## config.mk

```make
export PLATFORM = sky130hd
export DESIGN_NAME = kpad_scanner
export DESIGN_NICKNAME = d
export VERILOG_FILES = /design/src/rtl/kpad_pkg.sv /design/src/rtl/kpad_colsync.sv /design/src/rtl/kpad_datapath.sv /design/src/rtl/kpad_ctrl.sv /design/src/rtl/kpad_scanner.sv
export SDC_FILE = /design/constraint.sdc
export NUM_CORES = 1
export LEC_CHECK = 0
export BUFFER_PORTS_ARGS = -buffer_cell sky130_fd_sc_hd__buf_2
export CORE_MARGIN = 2
export CORE_UTILIZATION = 40
export CTS_CLUSTER_DIAMETER = 80
export DETAILED_ROUTE_END_ITERATION = 10
export GPL_TIMING_DRIVEN = 0
export SLEW_MARGIN = 20
export SYNTH_ARGS = -nofsm -noshare
export SYNTH_HDL_FRONTEND = slang
export SYNTH_HIERARCHICAL = 1
export SYNTH_SLANG_ARGS = --single-unit
export TNS_END_PERCENT = 1
```

## constraint.sdc

```tcl
create_clock -name clk -period 6.9 [get_ports clk]
set_input_delay 0.345 -clock clk [delete_from_list [all_inputs] [get_ports clk]]
set_output_delay 0.345 -clock clk [all_outputs]
set_load 0.02 [all_outputs]
```

## src/rtl/kpad_pkg.sv

```systemverilog
package kpad_pkg;

  typedef enum logic [1:0] {
    ST_SCAN    = 2'd0,
    ST_WAIT    = 2'd1,
    ST_CHECK   = 2'd2,
    ST_RELEASE = 2'd3
  } scanState_t;

  // control -> datapath
  typedef struct packed {
    logic settle;     // count down the post-row-change settle window
    logic advance;    // step to the next key position
    logic timerClr;   // zero the debounce timer
    logic timerRun;   // increment the debounce timer
    logic latchCode;  // capture the current position as a report
  } kpStrobe_t;

  // datapath -> control
  typedef struct packed {
    logic settled;    // synchronized columns reflect the driven row
    logic keyLow;     // column under test reads low
    logic allHigh;    // every column reads high
    logic timerDone;  // debounce interval elapsed
  } kpStatus_t;

  function automatic logic [7:0] hexAscii(input logic [3:0] idx);
    if (idx < 4'd10) return 8'h30 + {4'b0000, idx};
    else             return 8'h37 + {4'b0000, idx};
  endfunction

endpackage

```

## src/rtl/kpad_colsync.sv

```systemverilog
module kpad_colsync #(
  parameter int WIDTH  = 4,
  parameter int STAGES = 2
) (
  input  logic             clk,
  input  logic             rstN,
  input  logic [WIDTH-1:0] dIn,
  output logic [WIDTH-1:0] dOut
);
  // STAGES must be at least 2
  logic [STAGES-1:0][WIDTH-1:0] chain;

  always_ff @(posedge clk or negedge rstN) begin
    if (!rstN) chain <= '1;
    else       chain <= {chain[STAGES-2:0], dIn};
  end

  assign dOut = chain[STAGES-1];
endmodule

```

## src/rtl/kpad_datapath.sv

```systemverilog
module kpad_datapath
  import kpad_pkg::*;
#(
  parameter int NUM_ROWS        = 4,
  parameter int NUM_COLS        = 4,
  parameter int SYNC_STAGES     = 2,
  parameter int DEBOUNCE_CYCLES = 1_250_000
) (
  input  logic                clk,
  input  logic                rstN,
  input  logic [NUM_COLS-1:0] colIn,
  input  kpStrobe_t           strb,
  output kpStatus_t           stat,
  output logic [NUM_ROWS-1:0] rowDrive,
  output logic [7:0]          keyCode,
  output logic                keyValid
);
  localparam int ROW_W    = (NUM_ROWS > 1) ? $clog2(NUM_ROWS) : 1;
  localparam int COL_W    = (NUM_COLS > 1) ? $clog2(NUM_COLS) : 1;
  localparam int TMR_W    = $clog2(DEBOUNCE_CYCLES);
  localparam int SETTLE_W = $clog2(SYNC_STAGES + 1);

  logic [NUM_COLS-1:0] colSync;
  logic [ROW_W-1:0]    rowIdx;
  logic [COL_W-1:0]    colIdx;
  logic [SETTLE_W-1:0] settleCnt;
  logic [TMR_W-1:0]    timer;
  logic [3:0]          keyIdx;
  logic                lastCol;
  logic                lastRow;

  kpad_colsync #(.WIDTH(NUM_COLS), .STAGES(SYNC_STAGES)) u_sync (
    .clk  (clk),
    .rstN (rstN),
    .dIn  (colIn),
    .dOut (colSync)
  );

  assign lastCol = (colIdx == COL_W'(NUM_COLS - 1));
  assign lastRow = (rowIdx == ROW_W'(NUM_ROWS - 1));

  // position walker: columns inside a row, then the next row
  always_ff @(posedge clk or negedge rstN) begin
    if (!rstN) begin
      rowIdx    <= '0;
      colIdx    <= '0;
      settleCnt <= SETTLE_W'(SYNC_STAGES);
    end else if (strb.advance) begin
      if (lastCol) begin
        colIdx    <= '0;
        rowIdx    <= lastRow ? '0 : rowIdx + 1'b1;
        settleCnt <= SETTLE_W'(SYNC_STAGES);
      end else begin
        colIdx <= colIdx + 1'b1;
      end
    end else if (strb.settle && settleCnt != '0) begin
      settleCnt <= settleCnt - 1'b1;
    end
  end

  // debounce interval timer, shared by press recheck and release wait
  always_ff @(posedge clk or negedge rstN) begin
    if (!rstN)              timer <= '0;
    else if (strb.timerClr) timer <= '0;
    else if (strb.timerRun) timer <= timer + 1'b1;
  end

  assign keyIdx = 4'(rowIdx) * 4'(NUM_COLS) + 4'(colIdx);

  always_ff @(posedge clk or negedge rstN) begin
    if (!rstN) begin
      keyCode  <= 8'h00;
      keyValid <= 1'b0;
    end else begin
      keyValid <= strb.latchCode;
      if (strb.latchCode) keyCode <= hexAscii(keyIdx);
    end
  end

  always_comb begin
    rowDrive         = '1;
    rowDrive[rowIdx] = 1'b0;
  end

  assign stat.settled   = (settleCnt == '0);
  assign stat.keyLow    = ~colSync[colIdx];
  assign stat.allHigh   = &colSync;
  assign stat.timerDone = (timer == TMR_W'(DEBOUNCE_CYCLES - 1));
endmodule

```

## src/rtl/kpad_ctrl.sv

```systemverilog
module kpad_ctrl
  import kpad_pkg::*;
(
  input  logic      clk,
  input  logic      rstN,
  input  kpStatus_t stat,
  output kpStrobe_t strb
);
  scanState_t state, nxt;

  always_ff @(posedge clk or negedge rstN) begin
    if (!rstN) state <= ST_SCAN;
    else       state <= nxt;
  end

  always_comb begin
    nxt  = state;
    strb = '0;
    case (state)
      ST_SCAN: begin
        if (!stat.settled) begin
          strb.settle = 1'b1;
        end else if (stat.keyLow) begin
          strb.timerClr = 1'b1;
          nxt           = ST_WAIT;
        end else begin
          strb.advance = 1'b1;
        end
      end
      ST_WAIT: begin
        if (stat.timerDone) nxt = ST_CHECK;
        else                strb.timerRun = 1'b1;
      end
      ST_CHECK: begin
        if (stat.keyLow) begin
          strb.latchCode = 1'b1;
          strb.timerClr  = 1'b1;
          nxt            = ST_RELEASE;
        end else begin
          strb.advance = 1'b1;
          nxt          = ST_SCAN;
        end
      end
      ST_RELEASE: begin
        if (!stat.allHigh) begin
          strb.timerClr = 1'b1;
        end else if (stat.timerDone) begin
          strb.advance = 1'b1;
          nxt          = ST_SCAN;
        end else begin
          strb.timerRun = 1'b1;
        end
      end
      default: nxt = ST_SCAN;
    endcase
  end
endmodule

```

## src/rtl/kpad_scanner.sv

```systemverilog
module kpad_scanner
  import kpad_pkg::*;
#(
  parameter int NUM_ROWS        = 4,
  parameter int NUM_COLS        = 4,
  parameter int SYNC_STAGES     = 2,
  parameter int DEBOUNCE_CYCLES = 1_250_000  // 10 ms at 125 MHz
) (
  input  logic                clk,
  input  logic                rstN,
  input  logic [NUM_COLS-1:0] colIn,
  output logic [NUM_ROWS-1:0] rowDrive,
  output logic [7:0]          keyCode,
  output logic                keyValid
);
  kpStrobe_t strb;
  kpStatus_t stat;

  kpad_ctrl u_ctrl (
    .clk  (clk),
    .rstN (rstN),
    .stat (stat),
    .strb (strb)
  );

  kpad_datapath #(
    .NUM_ROWS        (NUM_ROWS),
    .NUM_COLS        (NUM_COLS),
    .SYNC_STAGES     (SYNC_STAGES),
    .DEBOUNCE_CYCLES (DEBOUNCE_CYCLES)
  ) u_dp (
    .clk      (clk),
    .rstN     (rstN),
    .colIn    (colIn),
    .strb     (strb),
    .stat     (stat),
    .rowDrive (rowDrive),
    .keyCode  (keyCode),
    .keyValid (keyValid)
  );
endmodule

```

==> Yosys cells after proc, flatten, opt, wreduce, memory -nomap -nowiden <==
Index checks and enable logic that the tools add are counted.
{ "totals": {"in_bits": 6, "wordCells": 76, "output_inout_bits": 13, "register_bits": 46} }
{ "classes": {"muxes": 32, "reduce_logical": 11, "add_sub_neg": 7, "bitwise": 1, "eq_ne": 12, "order_cmp": 4} }
{ "ops": {"columns": ["cell", "count"], "rows": [
  ["two-way mux 21 bit", 2],
  ["two-way mux 2 bit", 12],
  ["adder 21 x 1 -> 21 bit, second input constant", 1],
  ["equality test 21 bit, second input constant", 1],
  ["adder 6 x 4 -> 7 bit, first input constant", 2],
  ["two-way mux 1 bit", 12],
  ["equality test 2 bit, second input constant", 4],
  ["two-way mux 8 bit", 1],
  ["case mux 2 bit (4 select lines)", 1],
  ["less-than comparator 2 x 3 -> 1 bit, second input constant", 2],
  ["!= test 2 x 1 -> 1 bit, second input constant", 3],
  ["!= test 2 bit, second input constant", 3],
  ["case mux 2 bit (3 select lines)", 1],
  ["nonzero test 2 bit", 3],
  ["AND reduction 5 bit", 1],
  ["adder 2 x 1 -> 2 bit, second input constant", 2],
  ["adder 4 x 2 -> 4 bit", 1],
  ["logical NOT 2 bit", 2],
  ["less-than comparator 4 bit, second input constant", 1],
  ["NOT 4 bit", 1],
  ["AND reduction 2 bit", 2],
  ["AND reduction 4 bit", 1],
  ["binary-select mux 1 bit (select 2 bit)", 1],
  ["demux 1 bit (select 2 bit)", 1],
  ["5 further kinds", 6]
]} }

==> Logic depth before layout (Yosys ltp) <==
Gate-level depths: netlist of the first run.
{ "depth": {"word_depth": 7, "ltp_mapped": 11} }

==> Modules after synthesis <==
Netlist of the first run, hierarchy kept.
{ "modules_own_cells": {"columns": ["module", "cells_each", "n_inst", "seq_area_each_um2", "area_each_um2"], "rows": [
  ["kpad_datapath", 193, 1, 877.1, 1850.5],
  ["kpad_colsync", 12, 1, 210.2, 240.2],
  ["kpad_ctrl", 19, 1, 50.0, 170.2]
]} }

==> Worst setup path after synthesis of the first run <==
No wires, ideal clock.
{ "synth_path": {"path_kind": "register to register", "start": "reg u_dp.timer[0]", "end": "reg u_dp.timer[20]", "n_path_buf": 2, "period_less_slack_ps": 2699, "arrival_time_ps": 2621, "setup_slack_ps": 4201, "t_required_ps": 6822, "stages_incl_launch_ff": 12, "cell_sequence": "dfrtp_1 -> ha_1 -> nand3_1 -> or2_2 -> nor3_1 -> nor3b_1 -> clkbuf_1 -> o21ai_0 -> or4_1 -> buf_2 -> or4_1 -> a21oi_1"} }
{ "synth_lines": {"columns": ["element", "line", "text"], "rows": [
  ["start, declared", "kpad_datapath.sv:27", "logic [TMR_W-1:0] timer;"],
  ["start signal, assigned", "kpad_datapath.sv:65", "else if (strb.timerRun) timer <= timer + 1'b1;"]
]} }

==> impl_metrics.csv, run 1 <==
group,metric,value,unit
floorplan,start_util,0.413,
finish,final_layout_size_suffix_gt1_frac,0.209,
synth,syn_area,2260,sq um
global_route,grt_max_degree,46,
clocking,cts_max_level,2,
placed_design,portBuffers,17,
power_and_ir_drop,p_per_area,173,nW/um^2
routing,totalWireLength,3910,um
finish,seqCellArea,1140,sq um
routing,drc,0,
sta,hold_viol,0,
sta,slew_viol_final,0,
synth,synth_edf_count,0,
routing,ant_nets,0,
routing,drt-vias-per-instance,5.10,
clocking,cts_tree,"built",
clocking,cts.sinks,45,
placed_design,globalplace.congestion,0.795,
setup_path,ff2ff_path_depth,11,
floorplan,core_area,5470,sq um
synth,yosysSeqAreaShare,0.503,
synth,yosysUniqueCellTypes,47,
finish,diodes,0,
sta,relSlewSlack,0.620,
worst_hold_path,hold_class,"in -> async",
placed_design,dpl.hpwl,2710,um
routing,drt_iter0_markers,80,
clocking,insertion_delay,0.30,ns
setup_path,worst_setup_path_end_kind,"flop",
setup_path,cp.required,7.12,ns
setup_path,cp_max_fo,10,
synth,syn_nets,238,
sta,post-route-period-util,0.440,
sta,skew,0.00547,ns
synth,yosys_most_used_dff,"dfrtp_1",
routing,routed-via-count,1636,
finish,fin_nets,262,
flow_run,cap_violations,0,
floorplan,die_area,6270,sq um
clocking,clk_pin_slew,0.08,ns
global_route,grt_pass1_vias,1490,
global_route,grt_usage,0.136,
sta,setup_slack,3.87,ns
finish,multi_input_area,998,sq um
synth,avgSynthCellArea,10.1,sq um
setup_path,r2r_end,"u_dp/timer[20]",
clocking,clockRootBuffer,"clkbuf_8",
clocking,post_cts_buffers,0,
setup_path,worstReg2RegStart,"u_dp/timer[0]",
clocking,ctsHoldBuffers,0,
synth,synth-async-reset-ratio,1.00,
finish,syn_to_final_growth,11.5,%
power_and_ir_drop,power.leakage,1.10,nW
floorplan,ios,19,
clocking,cts_resized,0,
setup_path,reg2reg_setup_slack,3.87,ns
sta,tightest_slew,0.570,ns
sta,max_freq,0.330,GHz
finish,fill_cells,559,
clocking,clockBufferDepth,2,
sta,rsz0062_at_grt,"false",
floorplan,dieHeight,79.2,um
global_route,antenna_found_initial,0,
sta,fin_setup_tns,0,ns
routing,drtPass1Iterations,4,
placed_design,pre_cts_ws,3.87,ns
setup_path,cp.arrival,3.25,ns
synth,synthCells,224,
synth,ys_ff_latch,45,
sta,setup_viol_count_final,0,
floorplan,num_rows,27,
sta,period_needed,3.03,ns
clocking,cts-buffers-inserted,5,
setup_path,start_kind,"flop",
routing,routedWlPerCell,12.2,um
setup_path,critPathKind,"reg -> reg",
synth,yosysWarnings,6,
global_route,gr-total-overflow,0,
global_route,grt_pass1_wl,6760,um
floorplan,die_w,79.2,um
power_and_ir_drop,ir_drop,0.102,mV
status,status,"finished, final reports clean",
[layout by cell type, fill, tap and decap left out, types with 3 or more instances in the layout]
cell	instances
a21oi_1	15
buf_2	17
buf_4	6
clkbuf_1	7
clkbuf_8	5
dfrtp_1	36
dfstp_2	9
ha_1	8
inv_1	13
nand2_1	14
nand3_1	6
nand4_1	9
nor2_1	18
nor2b_1	3
nor3_1	6
o21ai_0	17
or3_1	7
xnor2_1	8
xor2_1	6
[registers in the layout, indices dropped and copies added, names as in the netlist]
| signal | cells |
|---|---|
| u_ctrl/state | 2 |
| u_dp/u_sync/chain | 4 |
| u_dp/u_sync/dOut | 4 |
| u_dp/keyValid | 1 |
| u_dp/colIdx | 2 |
| u_dp/keyCode | 7 |
| u_dp/rowIdx | 2 |
| u_dp/timer | 21 |
| u_dp/settleCnt | 2 |
[worst max-delay path by stage]
stage | startpoint | endpoint | slack, ns | cells past startpoint
global route | u_dp/timer[0] | u_dp/timer[20] | 3.59 | 11
floorplan | u_dp/timer[0] | u_dp/timer[20] | 4.20 | 11
detailed placement | u_dp/timer[0] | u_dp/timer[20] | 3.87 | 11
global placement | u_dp/timer[0] | u_dp/timer[20] | 3.88 | 11
finish | u_dp/timer[0] | u_dp/timer[20] | 3.87 | 11
CTS | u_dp/timer[0] | u_dp/timer[20] | 3.84 | 11
[area by class of cell]
class	count	area share
Clock buffer	6	0.0288
Clock inverter	2	0.00397
Multi-Input combinational cell	153	0.396
Sequential cell	45	0.451
Inverter	13	0.0194
Tap cell	72	0.0357
Timing Repair Buffer	17	0.0347
Buffer	13	0.0303
[where the power goes]
group | switching, mW | total (mW) | internal (mW)
sequential | 0.000563 | 0.268 | 0.268
combinational | 0.00703 | 0.0106 | 0.00361
clock | 0.0868 | 0.157 | 0.0703
total | 0.0944 | 0.436 | 0.342
[per-stage QoR]
step | util | hold slack, ns | std cells | instance area (sq um) | power, mW
4_1_cts | 0.460 | 0.126 | 321 | 2520 | 0.444
6_report | 0.461 | 0.0320 | 321 | 2520 | 0.436
3_3_place_gp | 0.445 | 0.346 | 313 | 2440 | 0.284
3_5_place_dp | 0.445 | 0.347 | 313 | 2440 | 0.284
5_1_grt | 0.461 | 0.0873 | 321 | 2520 | 0.458
2_1_floorplan | - | 0.0494 | 224 | 2260 | 0.277
[logic make-up after synthesis]
logic type                 count (synthesis)  synth area share
AOI/OAI and AO/OA                         45             0.116
xor gates and xnor gates                  14            0.0542
adders and majority gates                  8            0.0443
buffers and inverters                     26            0.0553
DFF                                       45             0.503
muxes                                      5            0.0288
other                                      1           0.00166
and+or+nand+nor                           80             0.197
[worst max-delay path, stage by stage (launching register included)]
cell and delay (ns):
dfrtp_1 0.42, ha_1 0.25, nand3_1 0.11, or2_2 0.17, nor3_1 0.10, nor3b_1 0.19
clkbuf_1 0.41, o21ai_0 0.12, or4_1 0.40, buf_2 0.18, or4_1 0.47, a21oi_1 0.16
[synth_stat cells, drive strengths merged (3+ instances only)]
cell,instances,area share
a21oi,16,0.037
and4,3,0.012
buf,7,0.024
clkbuf,6,0.010
dfrtp,36,0.40
dfstp,9,0.10
ha,8,0.044
inv,13,0.022
nand2,14,0.023
nand3,6,0.013
nand4,10,0.034
nor2,19,0.035
nor2b,3,0.0083
nor3,6,0.013
o21ai,17,0.038
or3,8,0.023
or4,3,0.011
xnor2,8,0.031
xor2,6,0.023
[layer usage]
layer | vias to the layer above | GRT usage | share of wire
met5 | - | 0 | 0
met2 | 31 | 0.199 | 0.44
met1 | 773 | 0.194 | 0.50
met3 | 5 | 0.0364 | 0.046
met4 | 0 | 0.0466 | 0.015
li1 | 827 | - | -
No activity file was read; power rests on OpenSTA's default activity.
==> run 2, diff against run 1 <==
clock period = 2.5 ns   (was 6.9 ns; I/O delays follow)
==> run 2 against run 1 <==
Effect of this change: the flow now finishes with violations (setup timing); clock skew increased by 0.0018 ns; hold slack gained 0.32 ns; die area unchanged; combinational power grew to 3.9 times the previous value; highest routed layer unchanged.
==> impl_metrics.csv, run 2 (same netlist as run 1, synthesis figures left out) <==
group,metric,value,unit
status,status,"complete, but fails checks",
status,violations,"setup timing",
global_route,grt_pass1_vias,1701,
routing,drc,0,
clocking,cts-buffers-inserted,5,
finish,layout_commonest_cell,"dfrtp_1",
placed_design,dpl.hpwl,2760,um
clocking,cts_max_level,2,
global_route,antenna_found_initial,0,
setup_path,critPathKind,"reg -> reg",
clocking,cts_tree,"built",
sta,hold_slack,0.355,ns
flow_run,cap_violations,0,
finish,finish.utilization,0.498,
setup_path,cp.arrival,2.87,ns
sta,period_needed,2.65,ns
routing,ant_nets,0,
power_and_ir_drop,finalPower,1.22,mW
setup_path,worst_setup_path_end_kind,"flop",
sta,setup_viol_count_final,2,
routing,totalWireLength,4260,um
setup_path,start_kind,"flop",
finish,layout_common_cells,"35 x dfrtp_1, 18 x nor2_1, 16 x buf_2, 16 x o21ai_0",
clocking,clk_pin_slew,0.09,ns
floorplan,core_area,5470,sq um
sta,slew_viol_final,0,
sta,tightest_slew,0.554,ns
placed_design,globalplace.congestion,0.862,
placed_design,portBuffers,17,
global_route,busiest_layer,"met2",
global_route,grt_max_degree,46,
sta,relSlewSlack,0.631,
finish,syn_to_final_growth,20.5,%
finish,largest_register_ffs,21,
global_route,gr-total-overflow,0,
clocking,clockRootBuffer,"clkbuf_8",
global_route,grt_usage,0.153,
power_and_ir_drop,p_per_area,449,nW/um^2
finish,instances_no_fill,335,
floorplan,die_w,79.2,um
routing,routedWlPerCell,12.7,um
finish,reg_top3,"u_dp/timer x21, u_dp/keyCode x7",
sta,hold_viol,0,
finish,diodes,0,
routing,drt-vias-per-instance,5.12,
routing,routed-via-count,1714,
clocking,cts.sinks,45,
setup_path,cp_max_fo,9,
routing,drt_iter0_markers,56,
sta,rsz0062_at_grt,"true",
clocking,clockBufferDepth,2,
global_route,grt_use_met3,0.0364,
sta,post-route-period-util,1.06,
global_route,use_met2,0.250,
sta,setup_slack,-0.153,ns
clocking,insertion_delay,0.30,ns
floorplan,start_util,0.413,
placed_design,pre_cts_ws,-0.427,ns
finish,regMostFlops,"u_dp/timer",
sta,skew,0.00723,ns
power_and_ir_drop,ir_drop,0.397,mV
floorplan,num_rows,27,
global_route,grt_pass1_wl,7510,um
placed_design,place_inst,313,
sta,max_freq,0.377,GHz
floorplan,die_area,6270,sq um
floorplan,dieHeight,79.2,um
setup_path,cp.required,2.72,ns
floorplan,ios,19,
routing,drtPass1Iterations,4,
finish,final_layout_size_suffix_gt1_frac,0.274,
worst_hold_path,hold_class,"in -> async",
finish,fin_nets,276,
global_route,grtUsageMet1,0.194,
power_and_ir_drop,power.leakage,1.20,nW
## run 2: changes by cell type in the layout (fill, tap and decap cells not counted), sizes merged
cell	before	now
buf	24	33
clkbuf	12	11
clkinv	2	3
dlygate4sd3	0	5
## run 2: where the power goes
group	switching [mW]	internal, mW
Sequential	0.00224	0.739
Combinational	0.0221	0.0194
Clock	0.247	0.193
## run 2: cell type report
type | instances | area (sq um)
clock inverters | 3 | 17.5
multi-input cells | 153 | 1060
flip-flops and latches | 45 | 1140
fillers | 521 | 2750
clock buffers | 5 | 68.8
inverters | 13 | 48.8
well taps | 72 | 90.1
repair buffers | 32 | 213
plain buffers | 12 | 86.3
## run 2: worst max-delay path: stages (launching register included)
cell and delay, ns:
dfstp_2 0.37, buf_6 0.10, mux4_2 0.47, inv_2 0.11, nor2_4 0.05, a21oi_4 0.15, o2bb2ai_4 0.14, o21ai_2 0.07
or4_4 0.47, or4_1 0.49, a21oi_1 0.15
## run 2: routing by layer
layer,up-vias,part of all wire
met2,24,0.47
li1,857,-
met3,5,0.033
met4,0,0.016
met1,828,0.48
met5,-,0
## run 2: repair_timing
action | in CTS | in global routing
pin swaps | 6 | 1
buffers inserted | 9 | 1
hold buffers | 4 | 1
gates resized for setup | 13 | 7
endpoints found under the hold margin | 4 | 36
setup endpoints to repair | 15 | 13
## run 2: metrics by stage
stage / area [sq um] / TNS (ns)
5_1_grt: 2730 / -1.14
3_3_place_gp: 2440 / -2.67
6_report: 2730 / -0.272
4_1_cts: 2690 / -0.388
3_5_place_dp: 2440 / -2.97
2_1_floorplan: 2270 / -0.118
## run 2: worst paths after layout
check                      cells after the start                   to  slack, ns                  from
max                                           10       u_dp/timer[20]      -0.15   u_dp/u_sync/dOut[3]
min                                            2        u_dp/timer[8]       0.36                  rstN
max reg2reg                                   10       u_dp/timer[20]      -0.15   u_dp/u_sync/dOut[3]
min reg2reg                                    0  u_dp/u_sync/dOut[0]       0.36  u_dp/u_sync/chain[0]
max in group asynchronous                      2       u_dp/colIdx[0]       1.74                  rstN
min in group clk                               0  u_dp/u_sync/dOut[0]       0.36  u_dp/u_sync/chain[0]
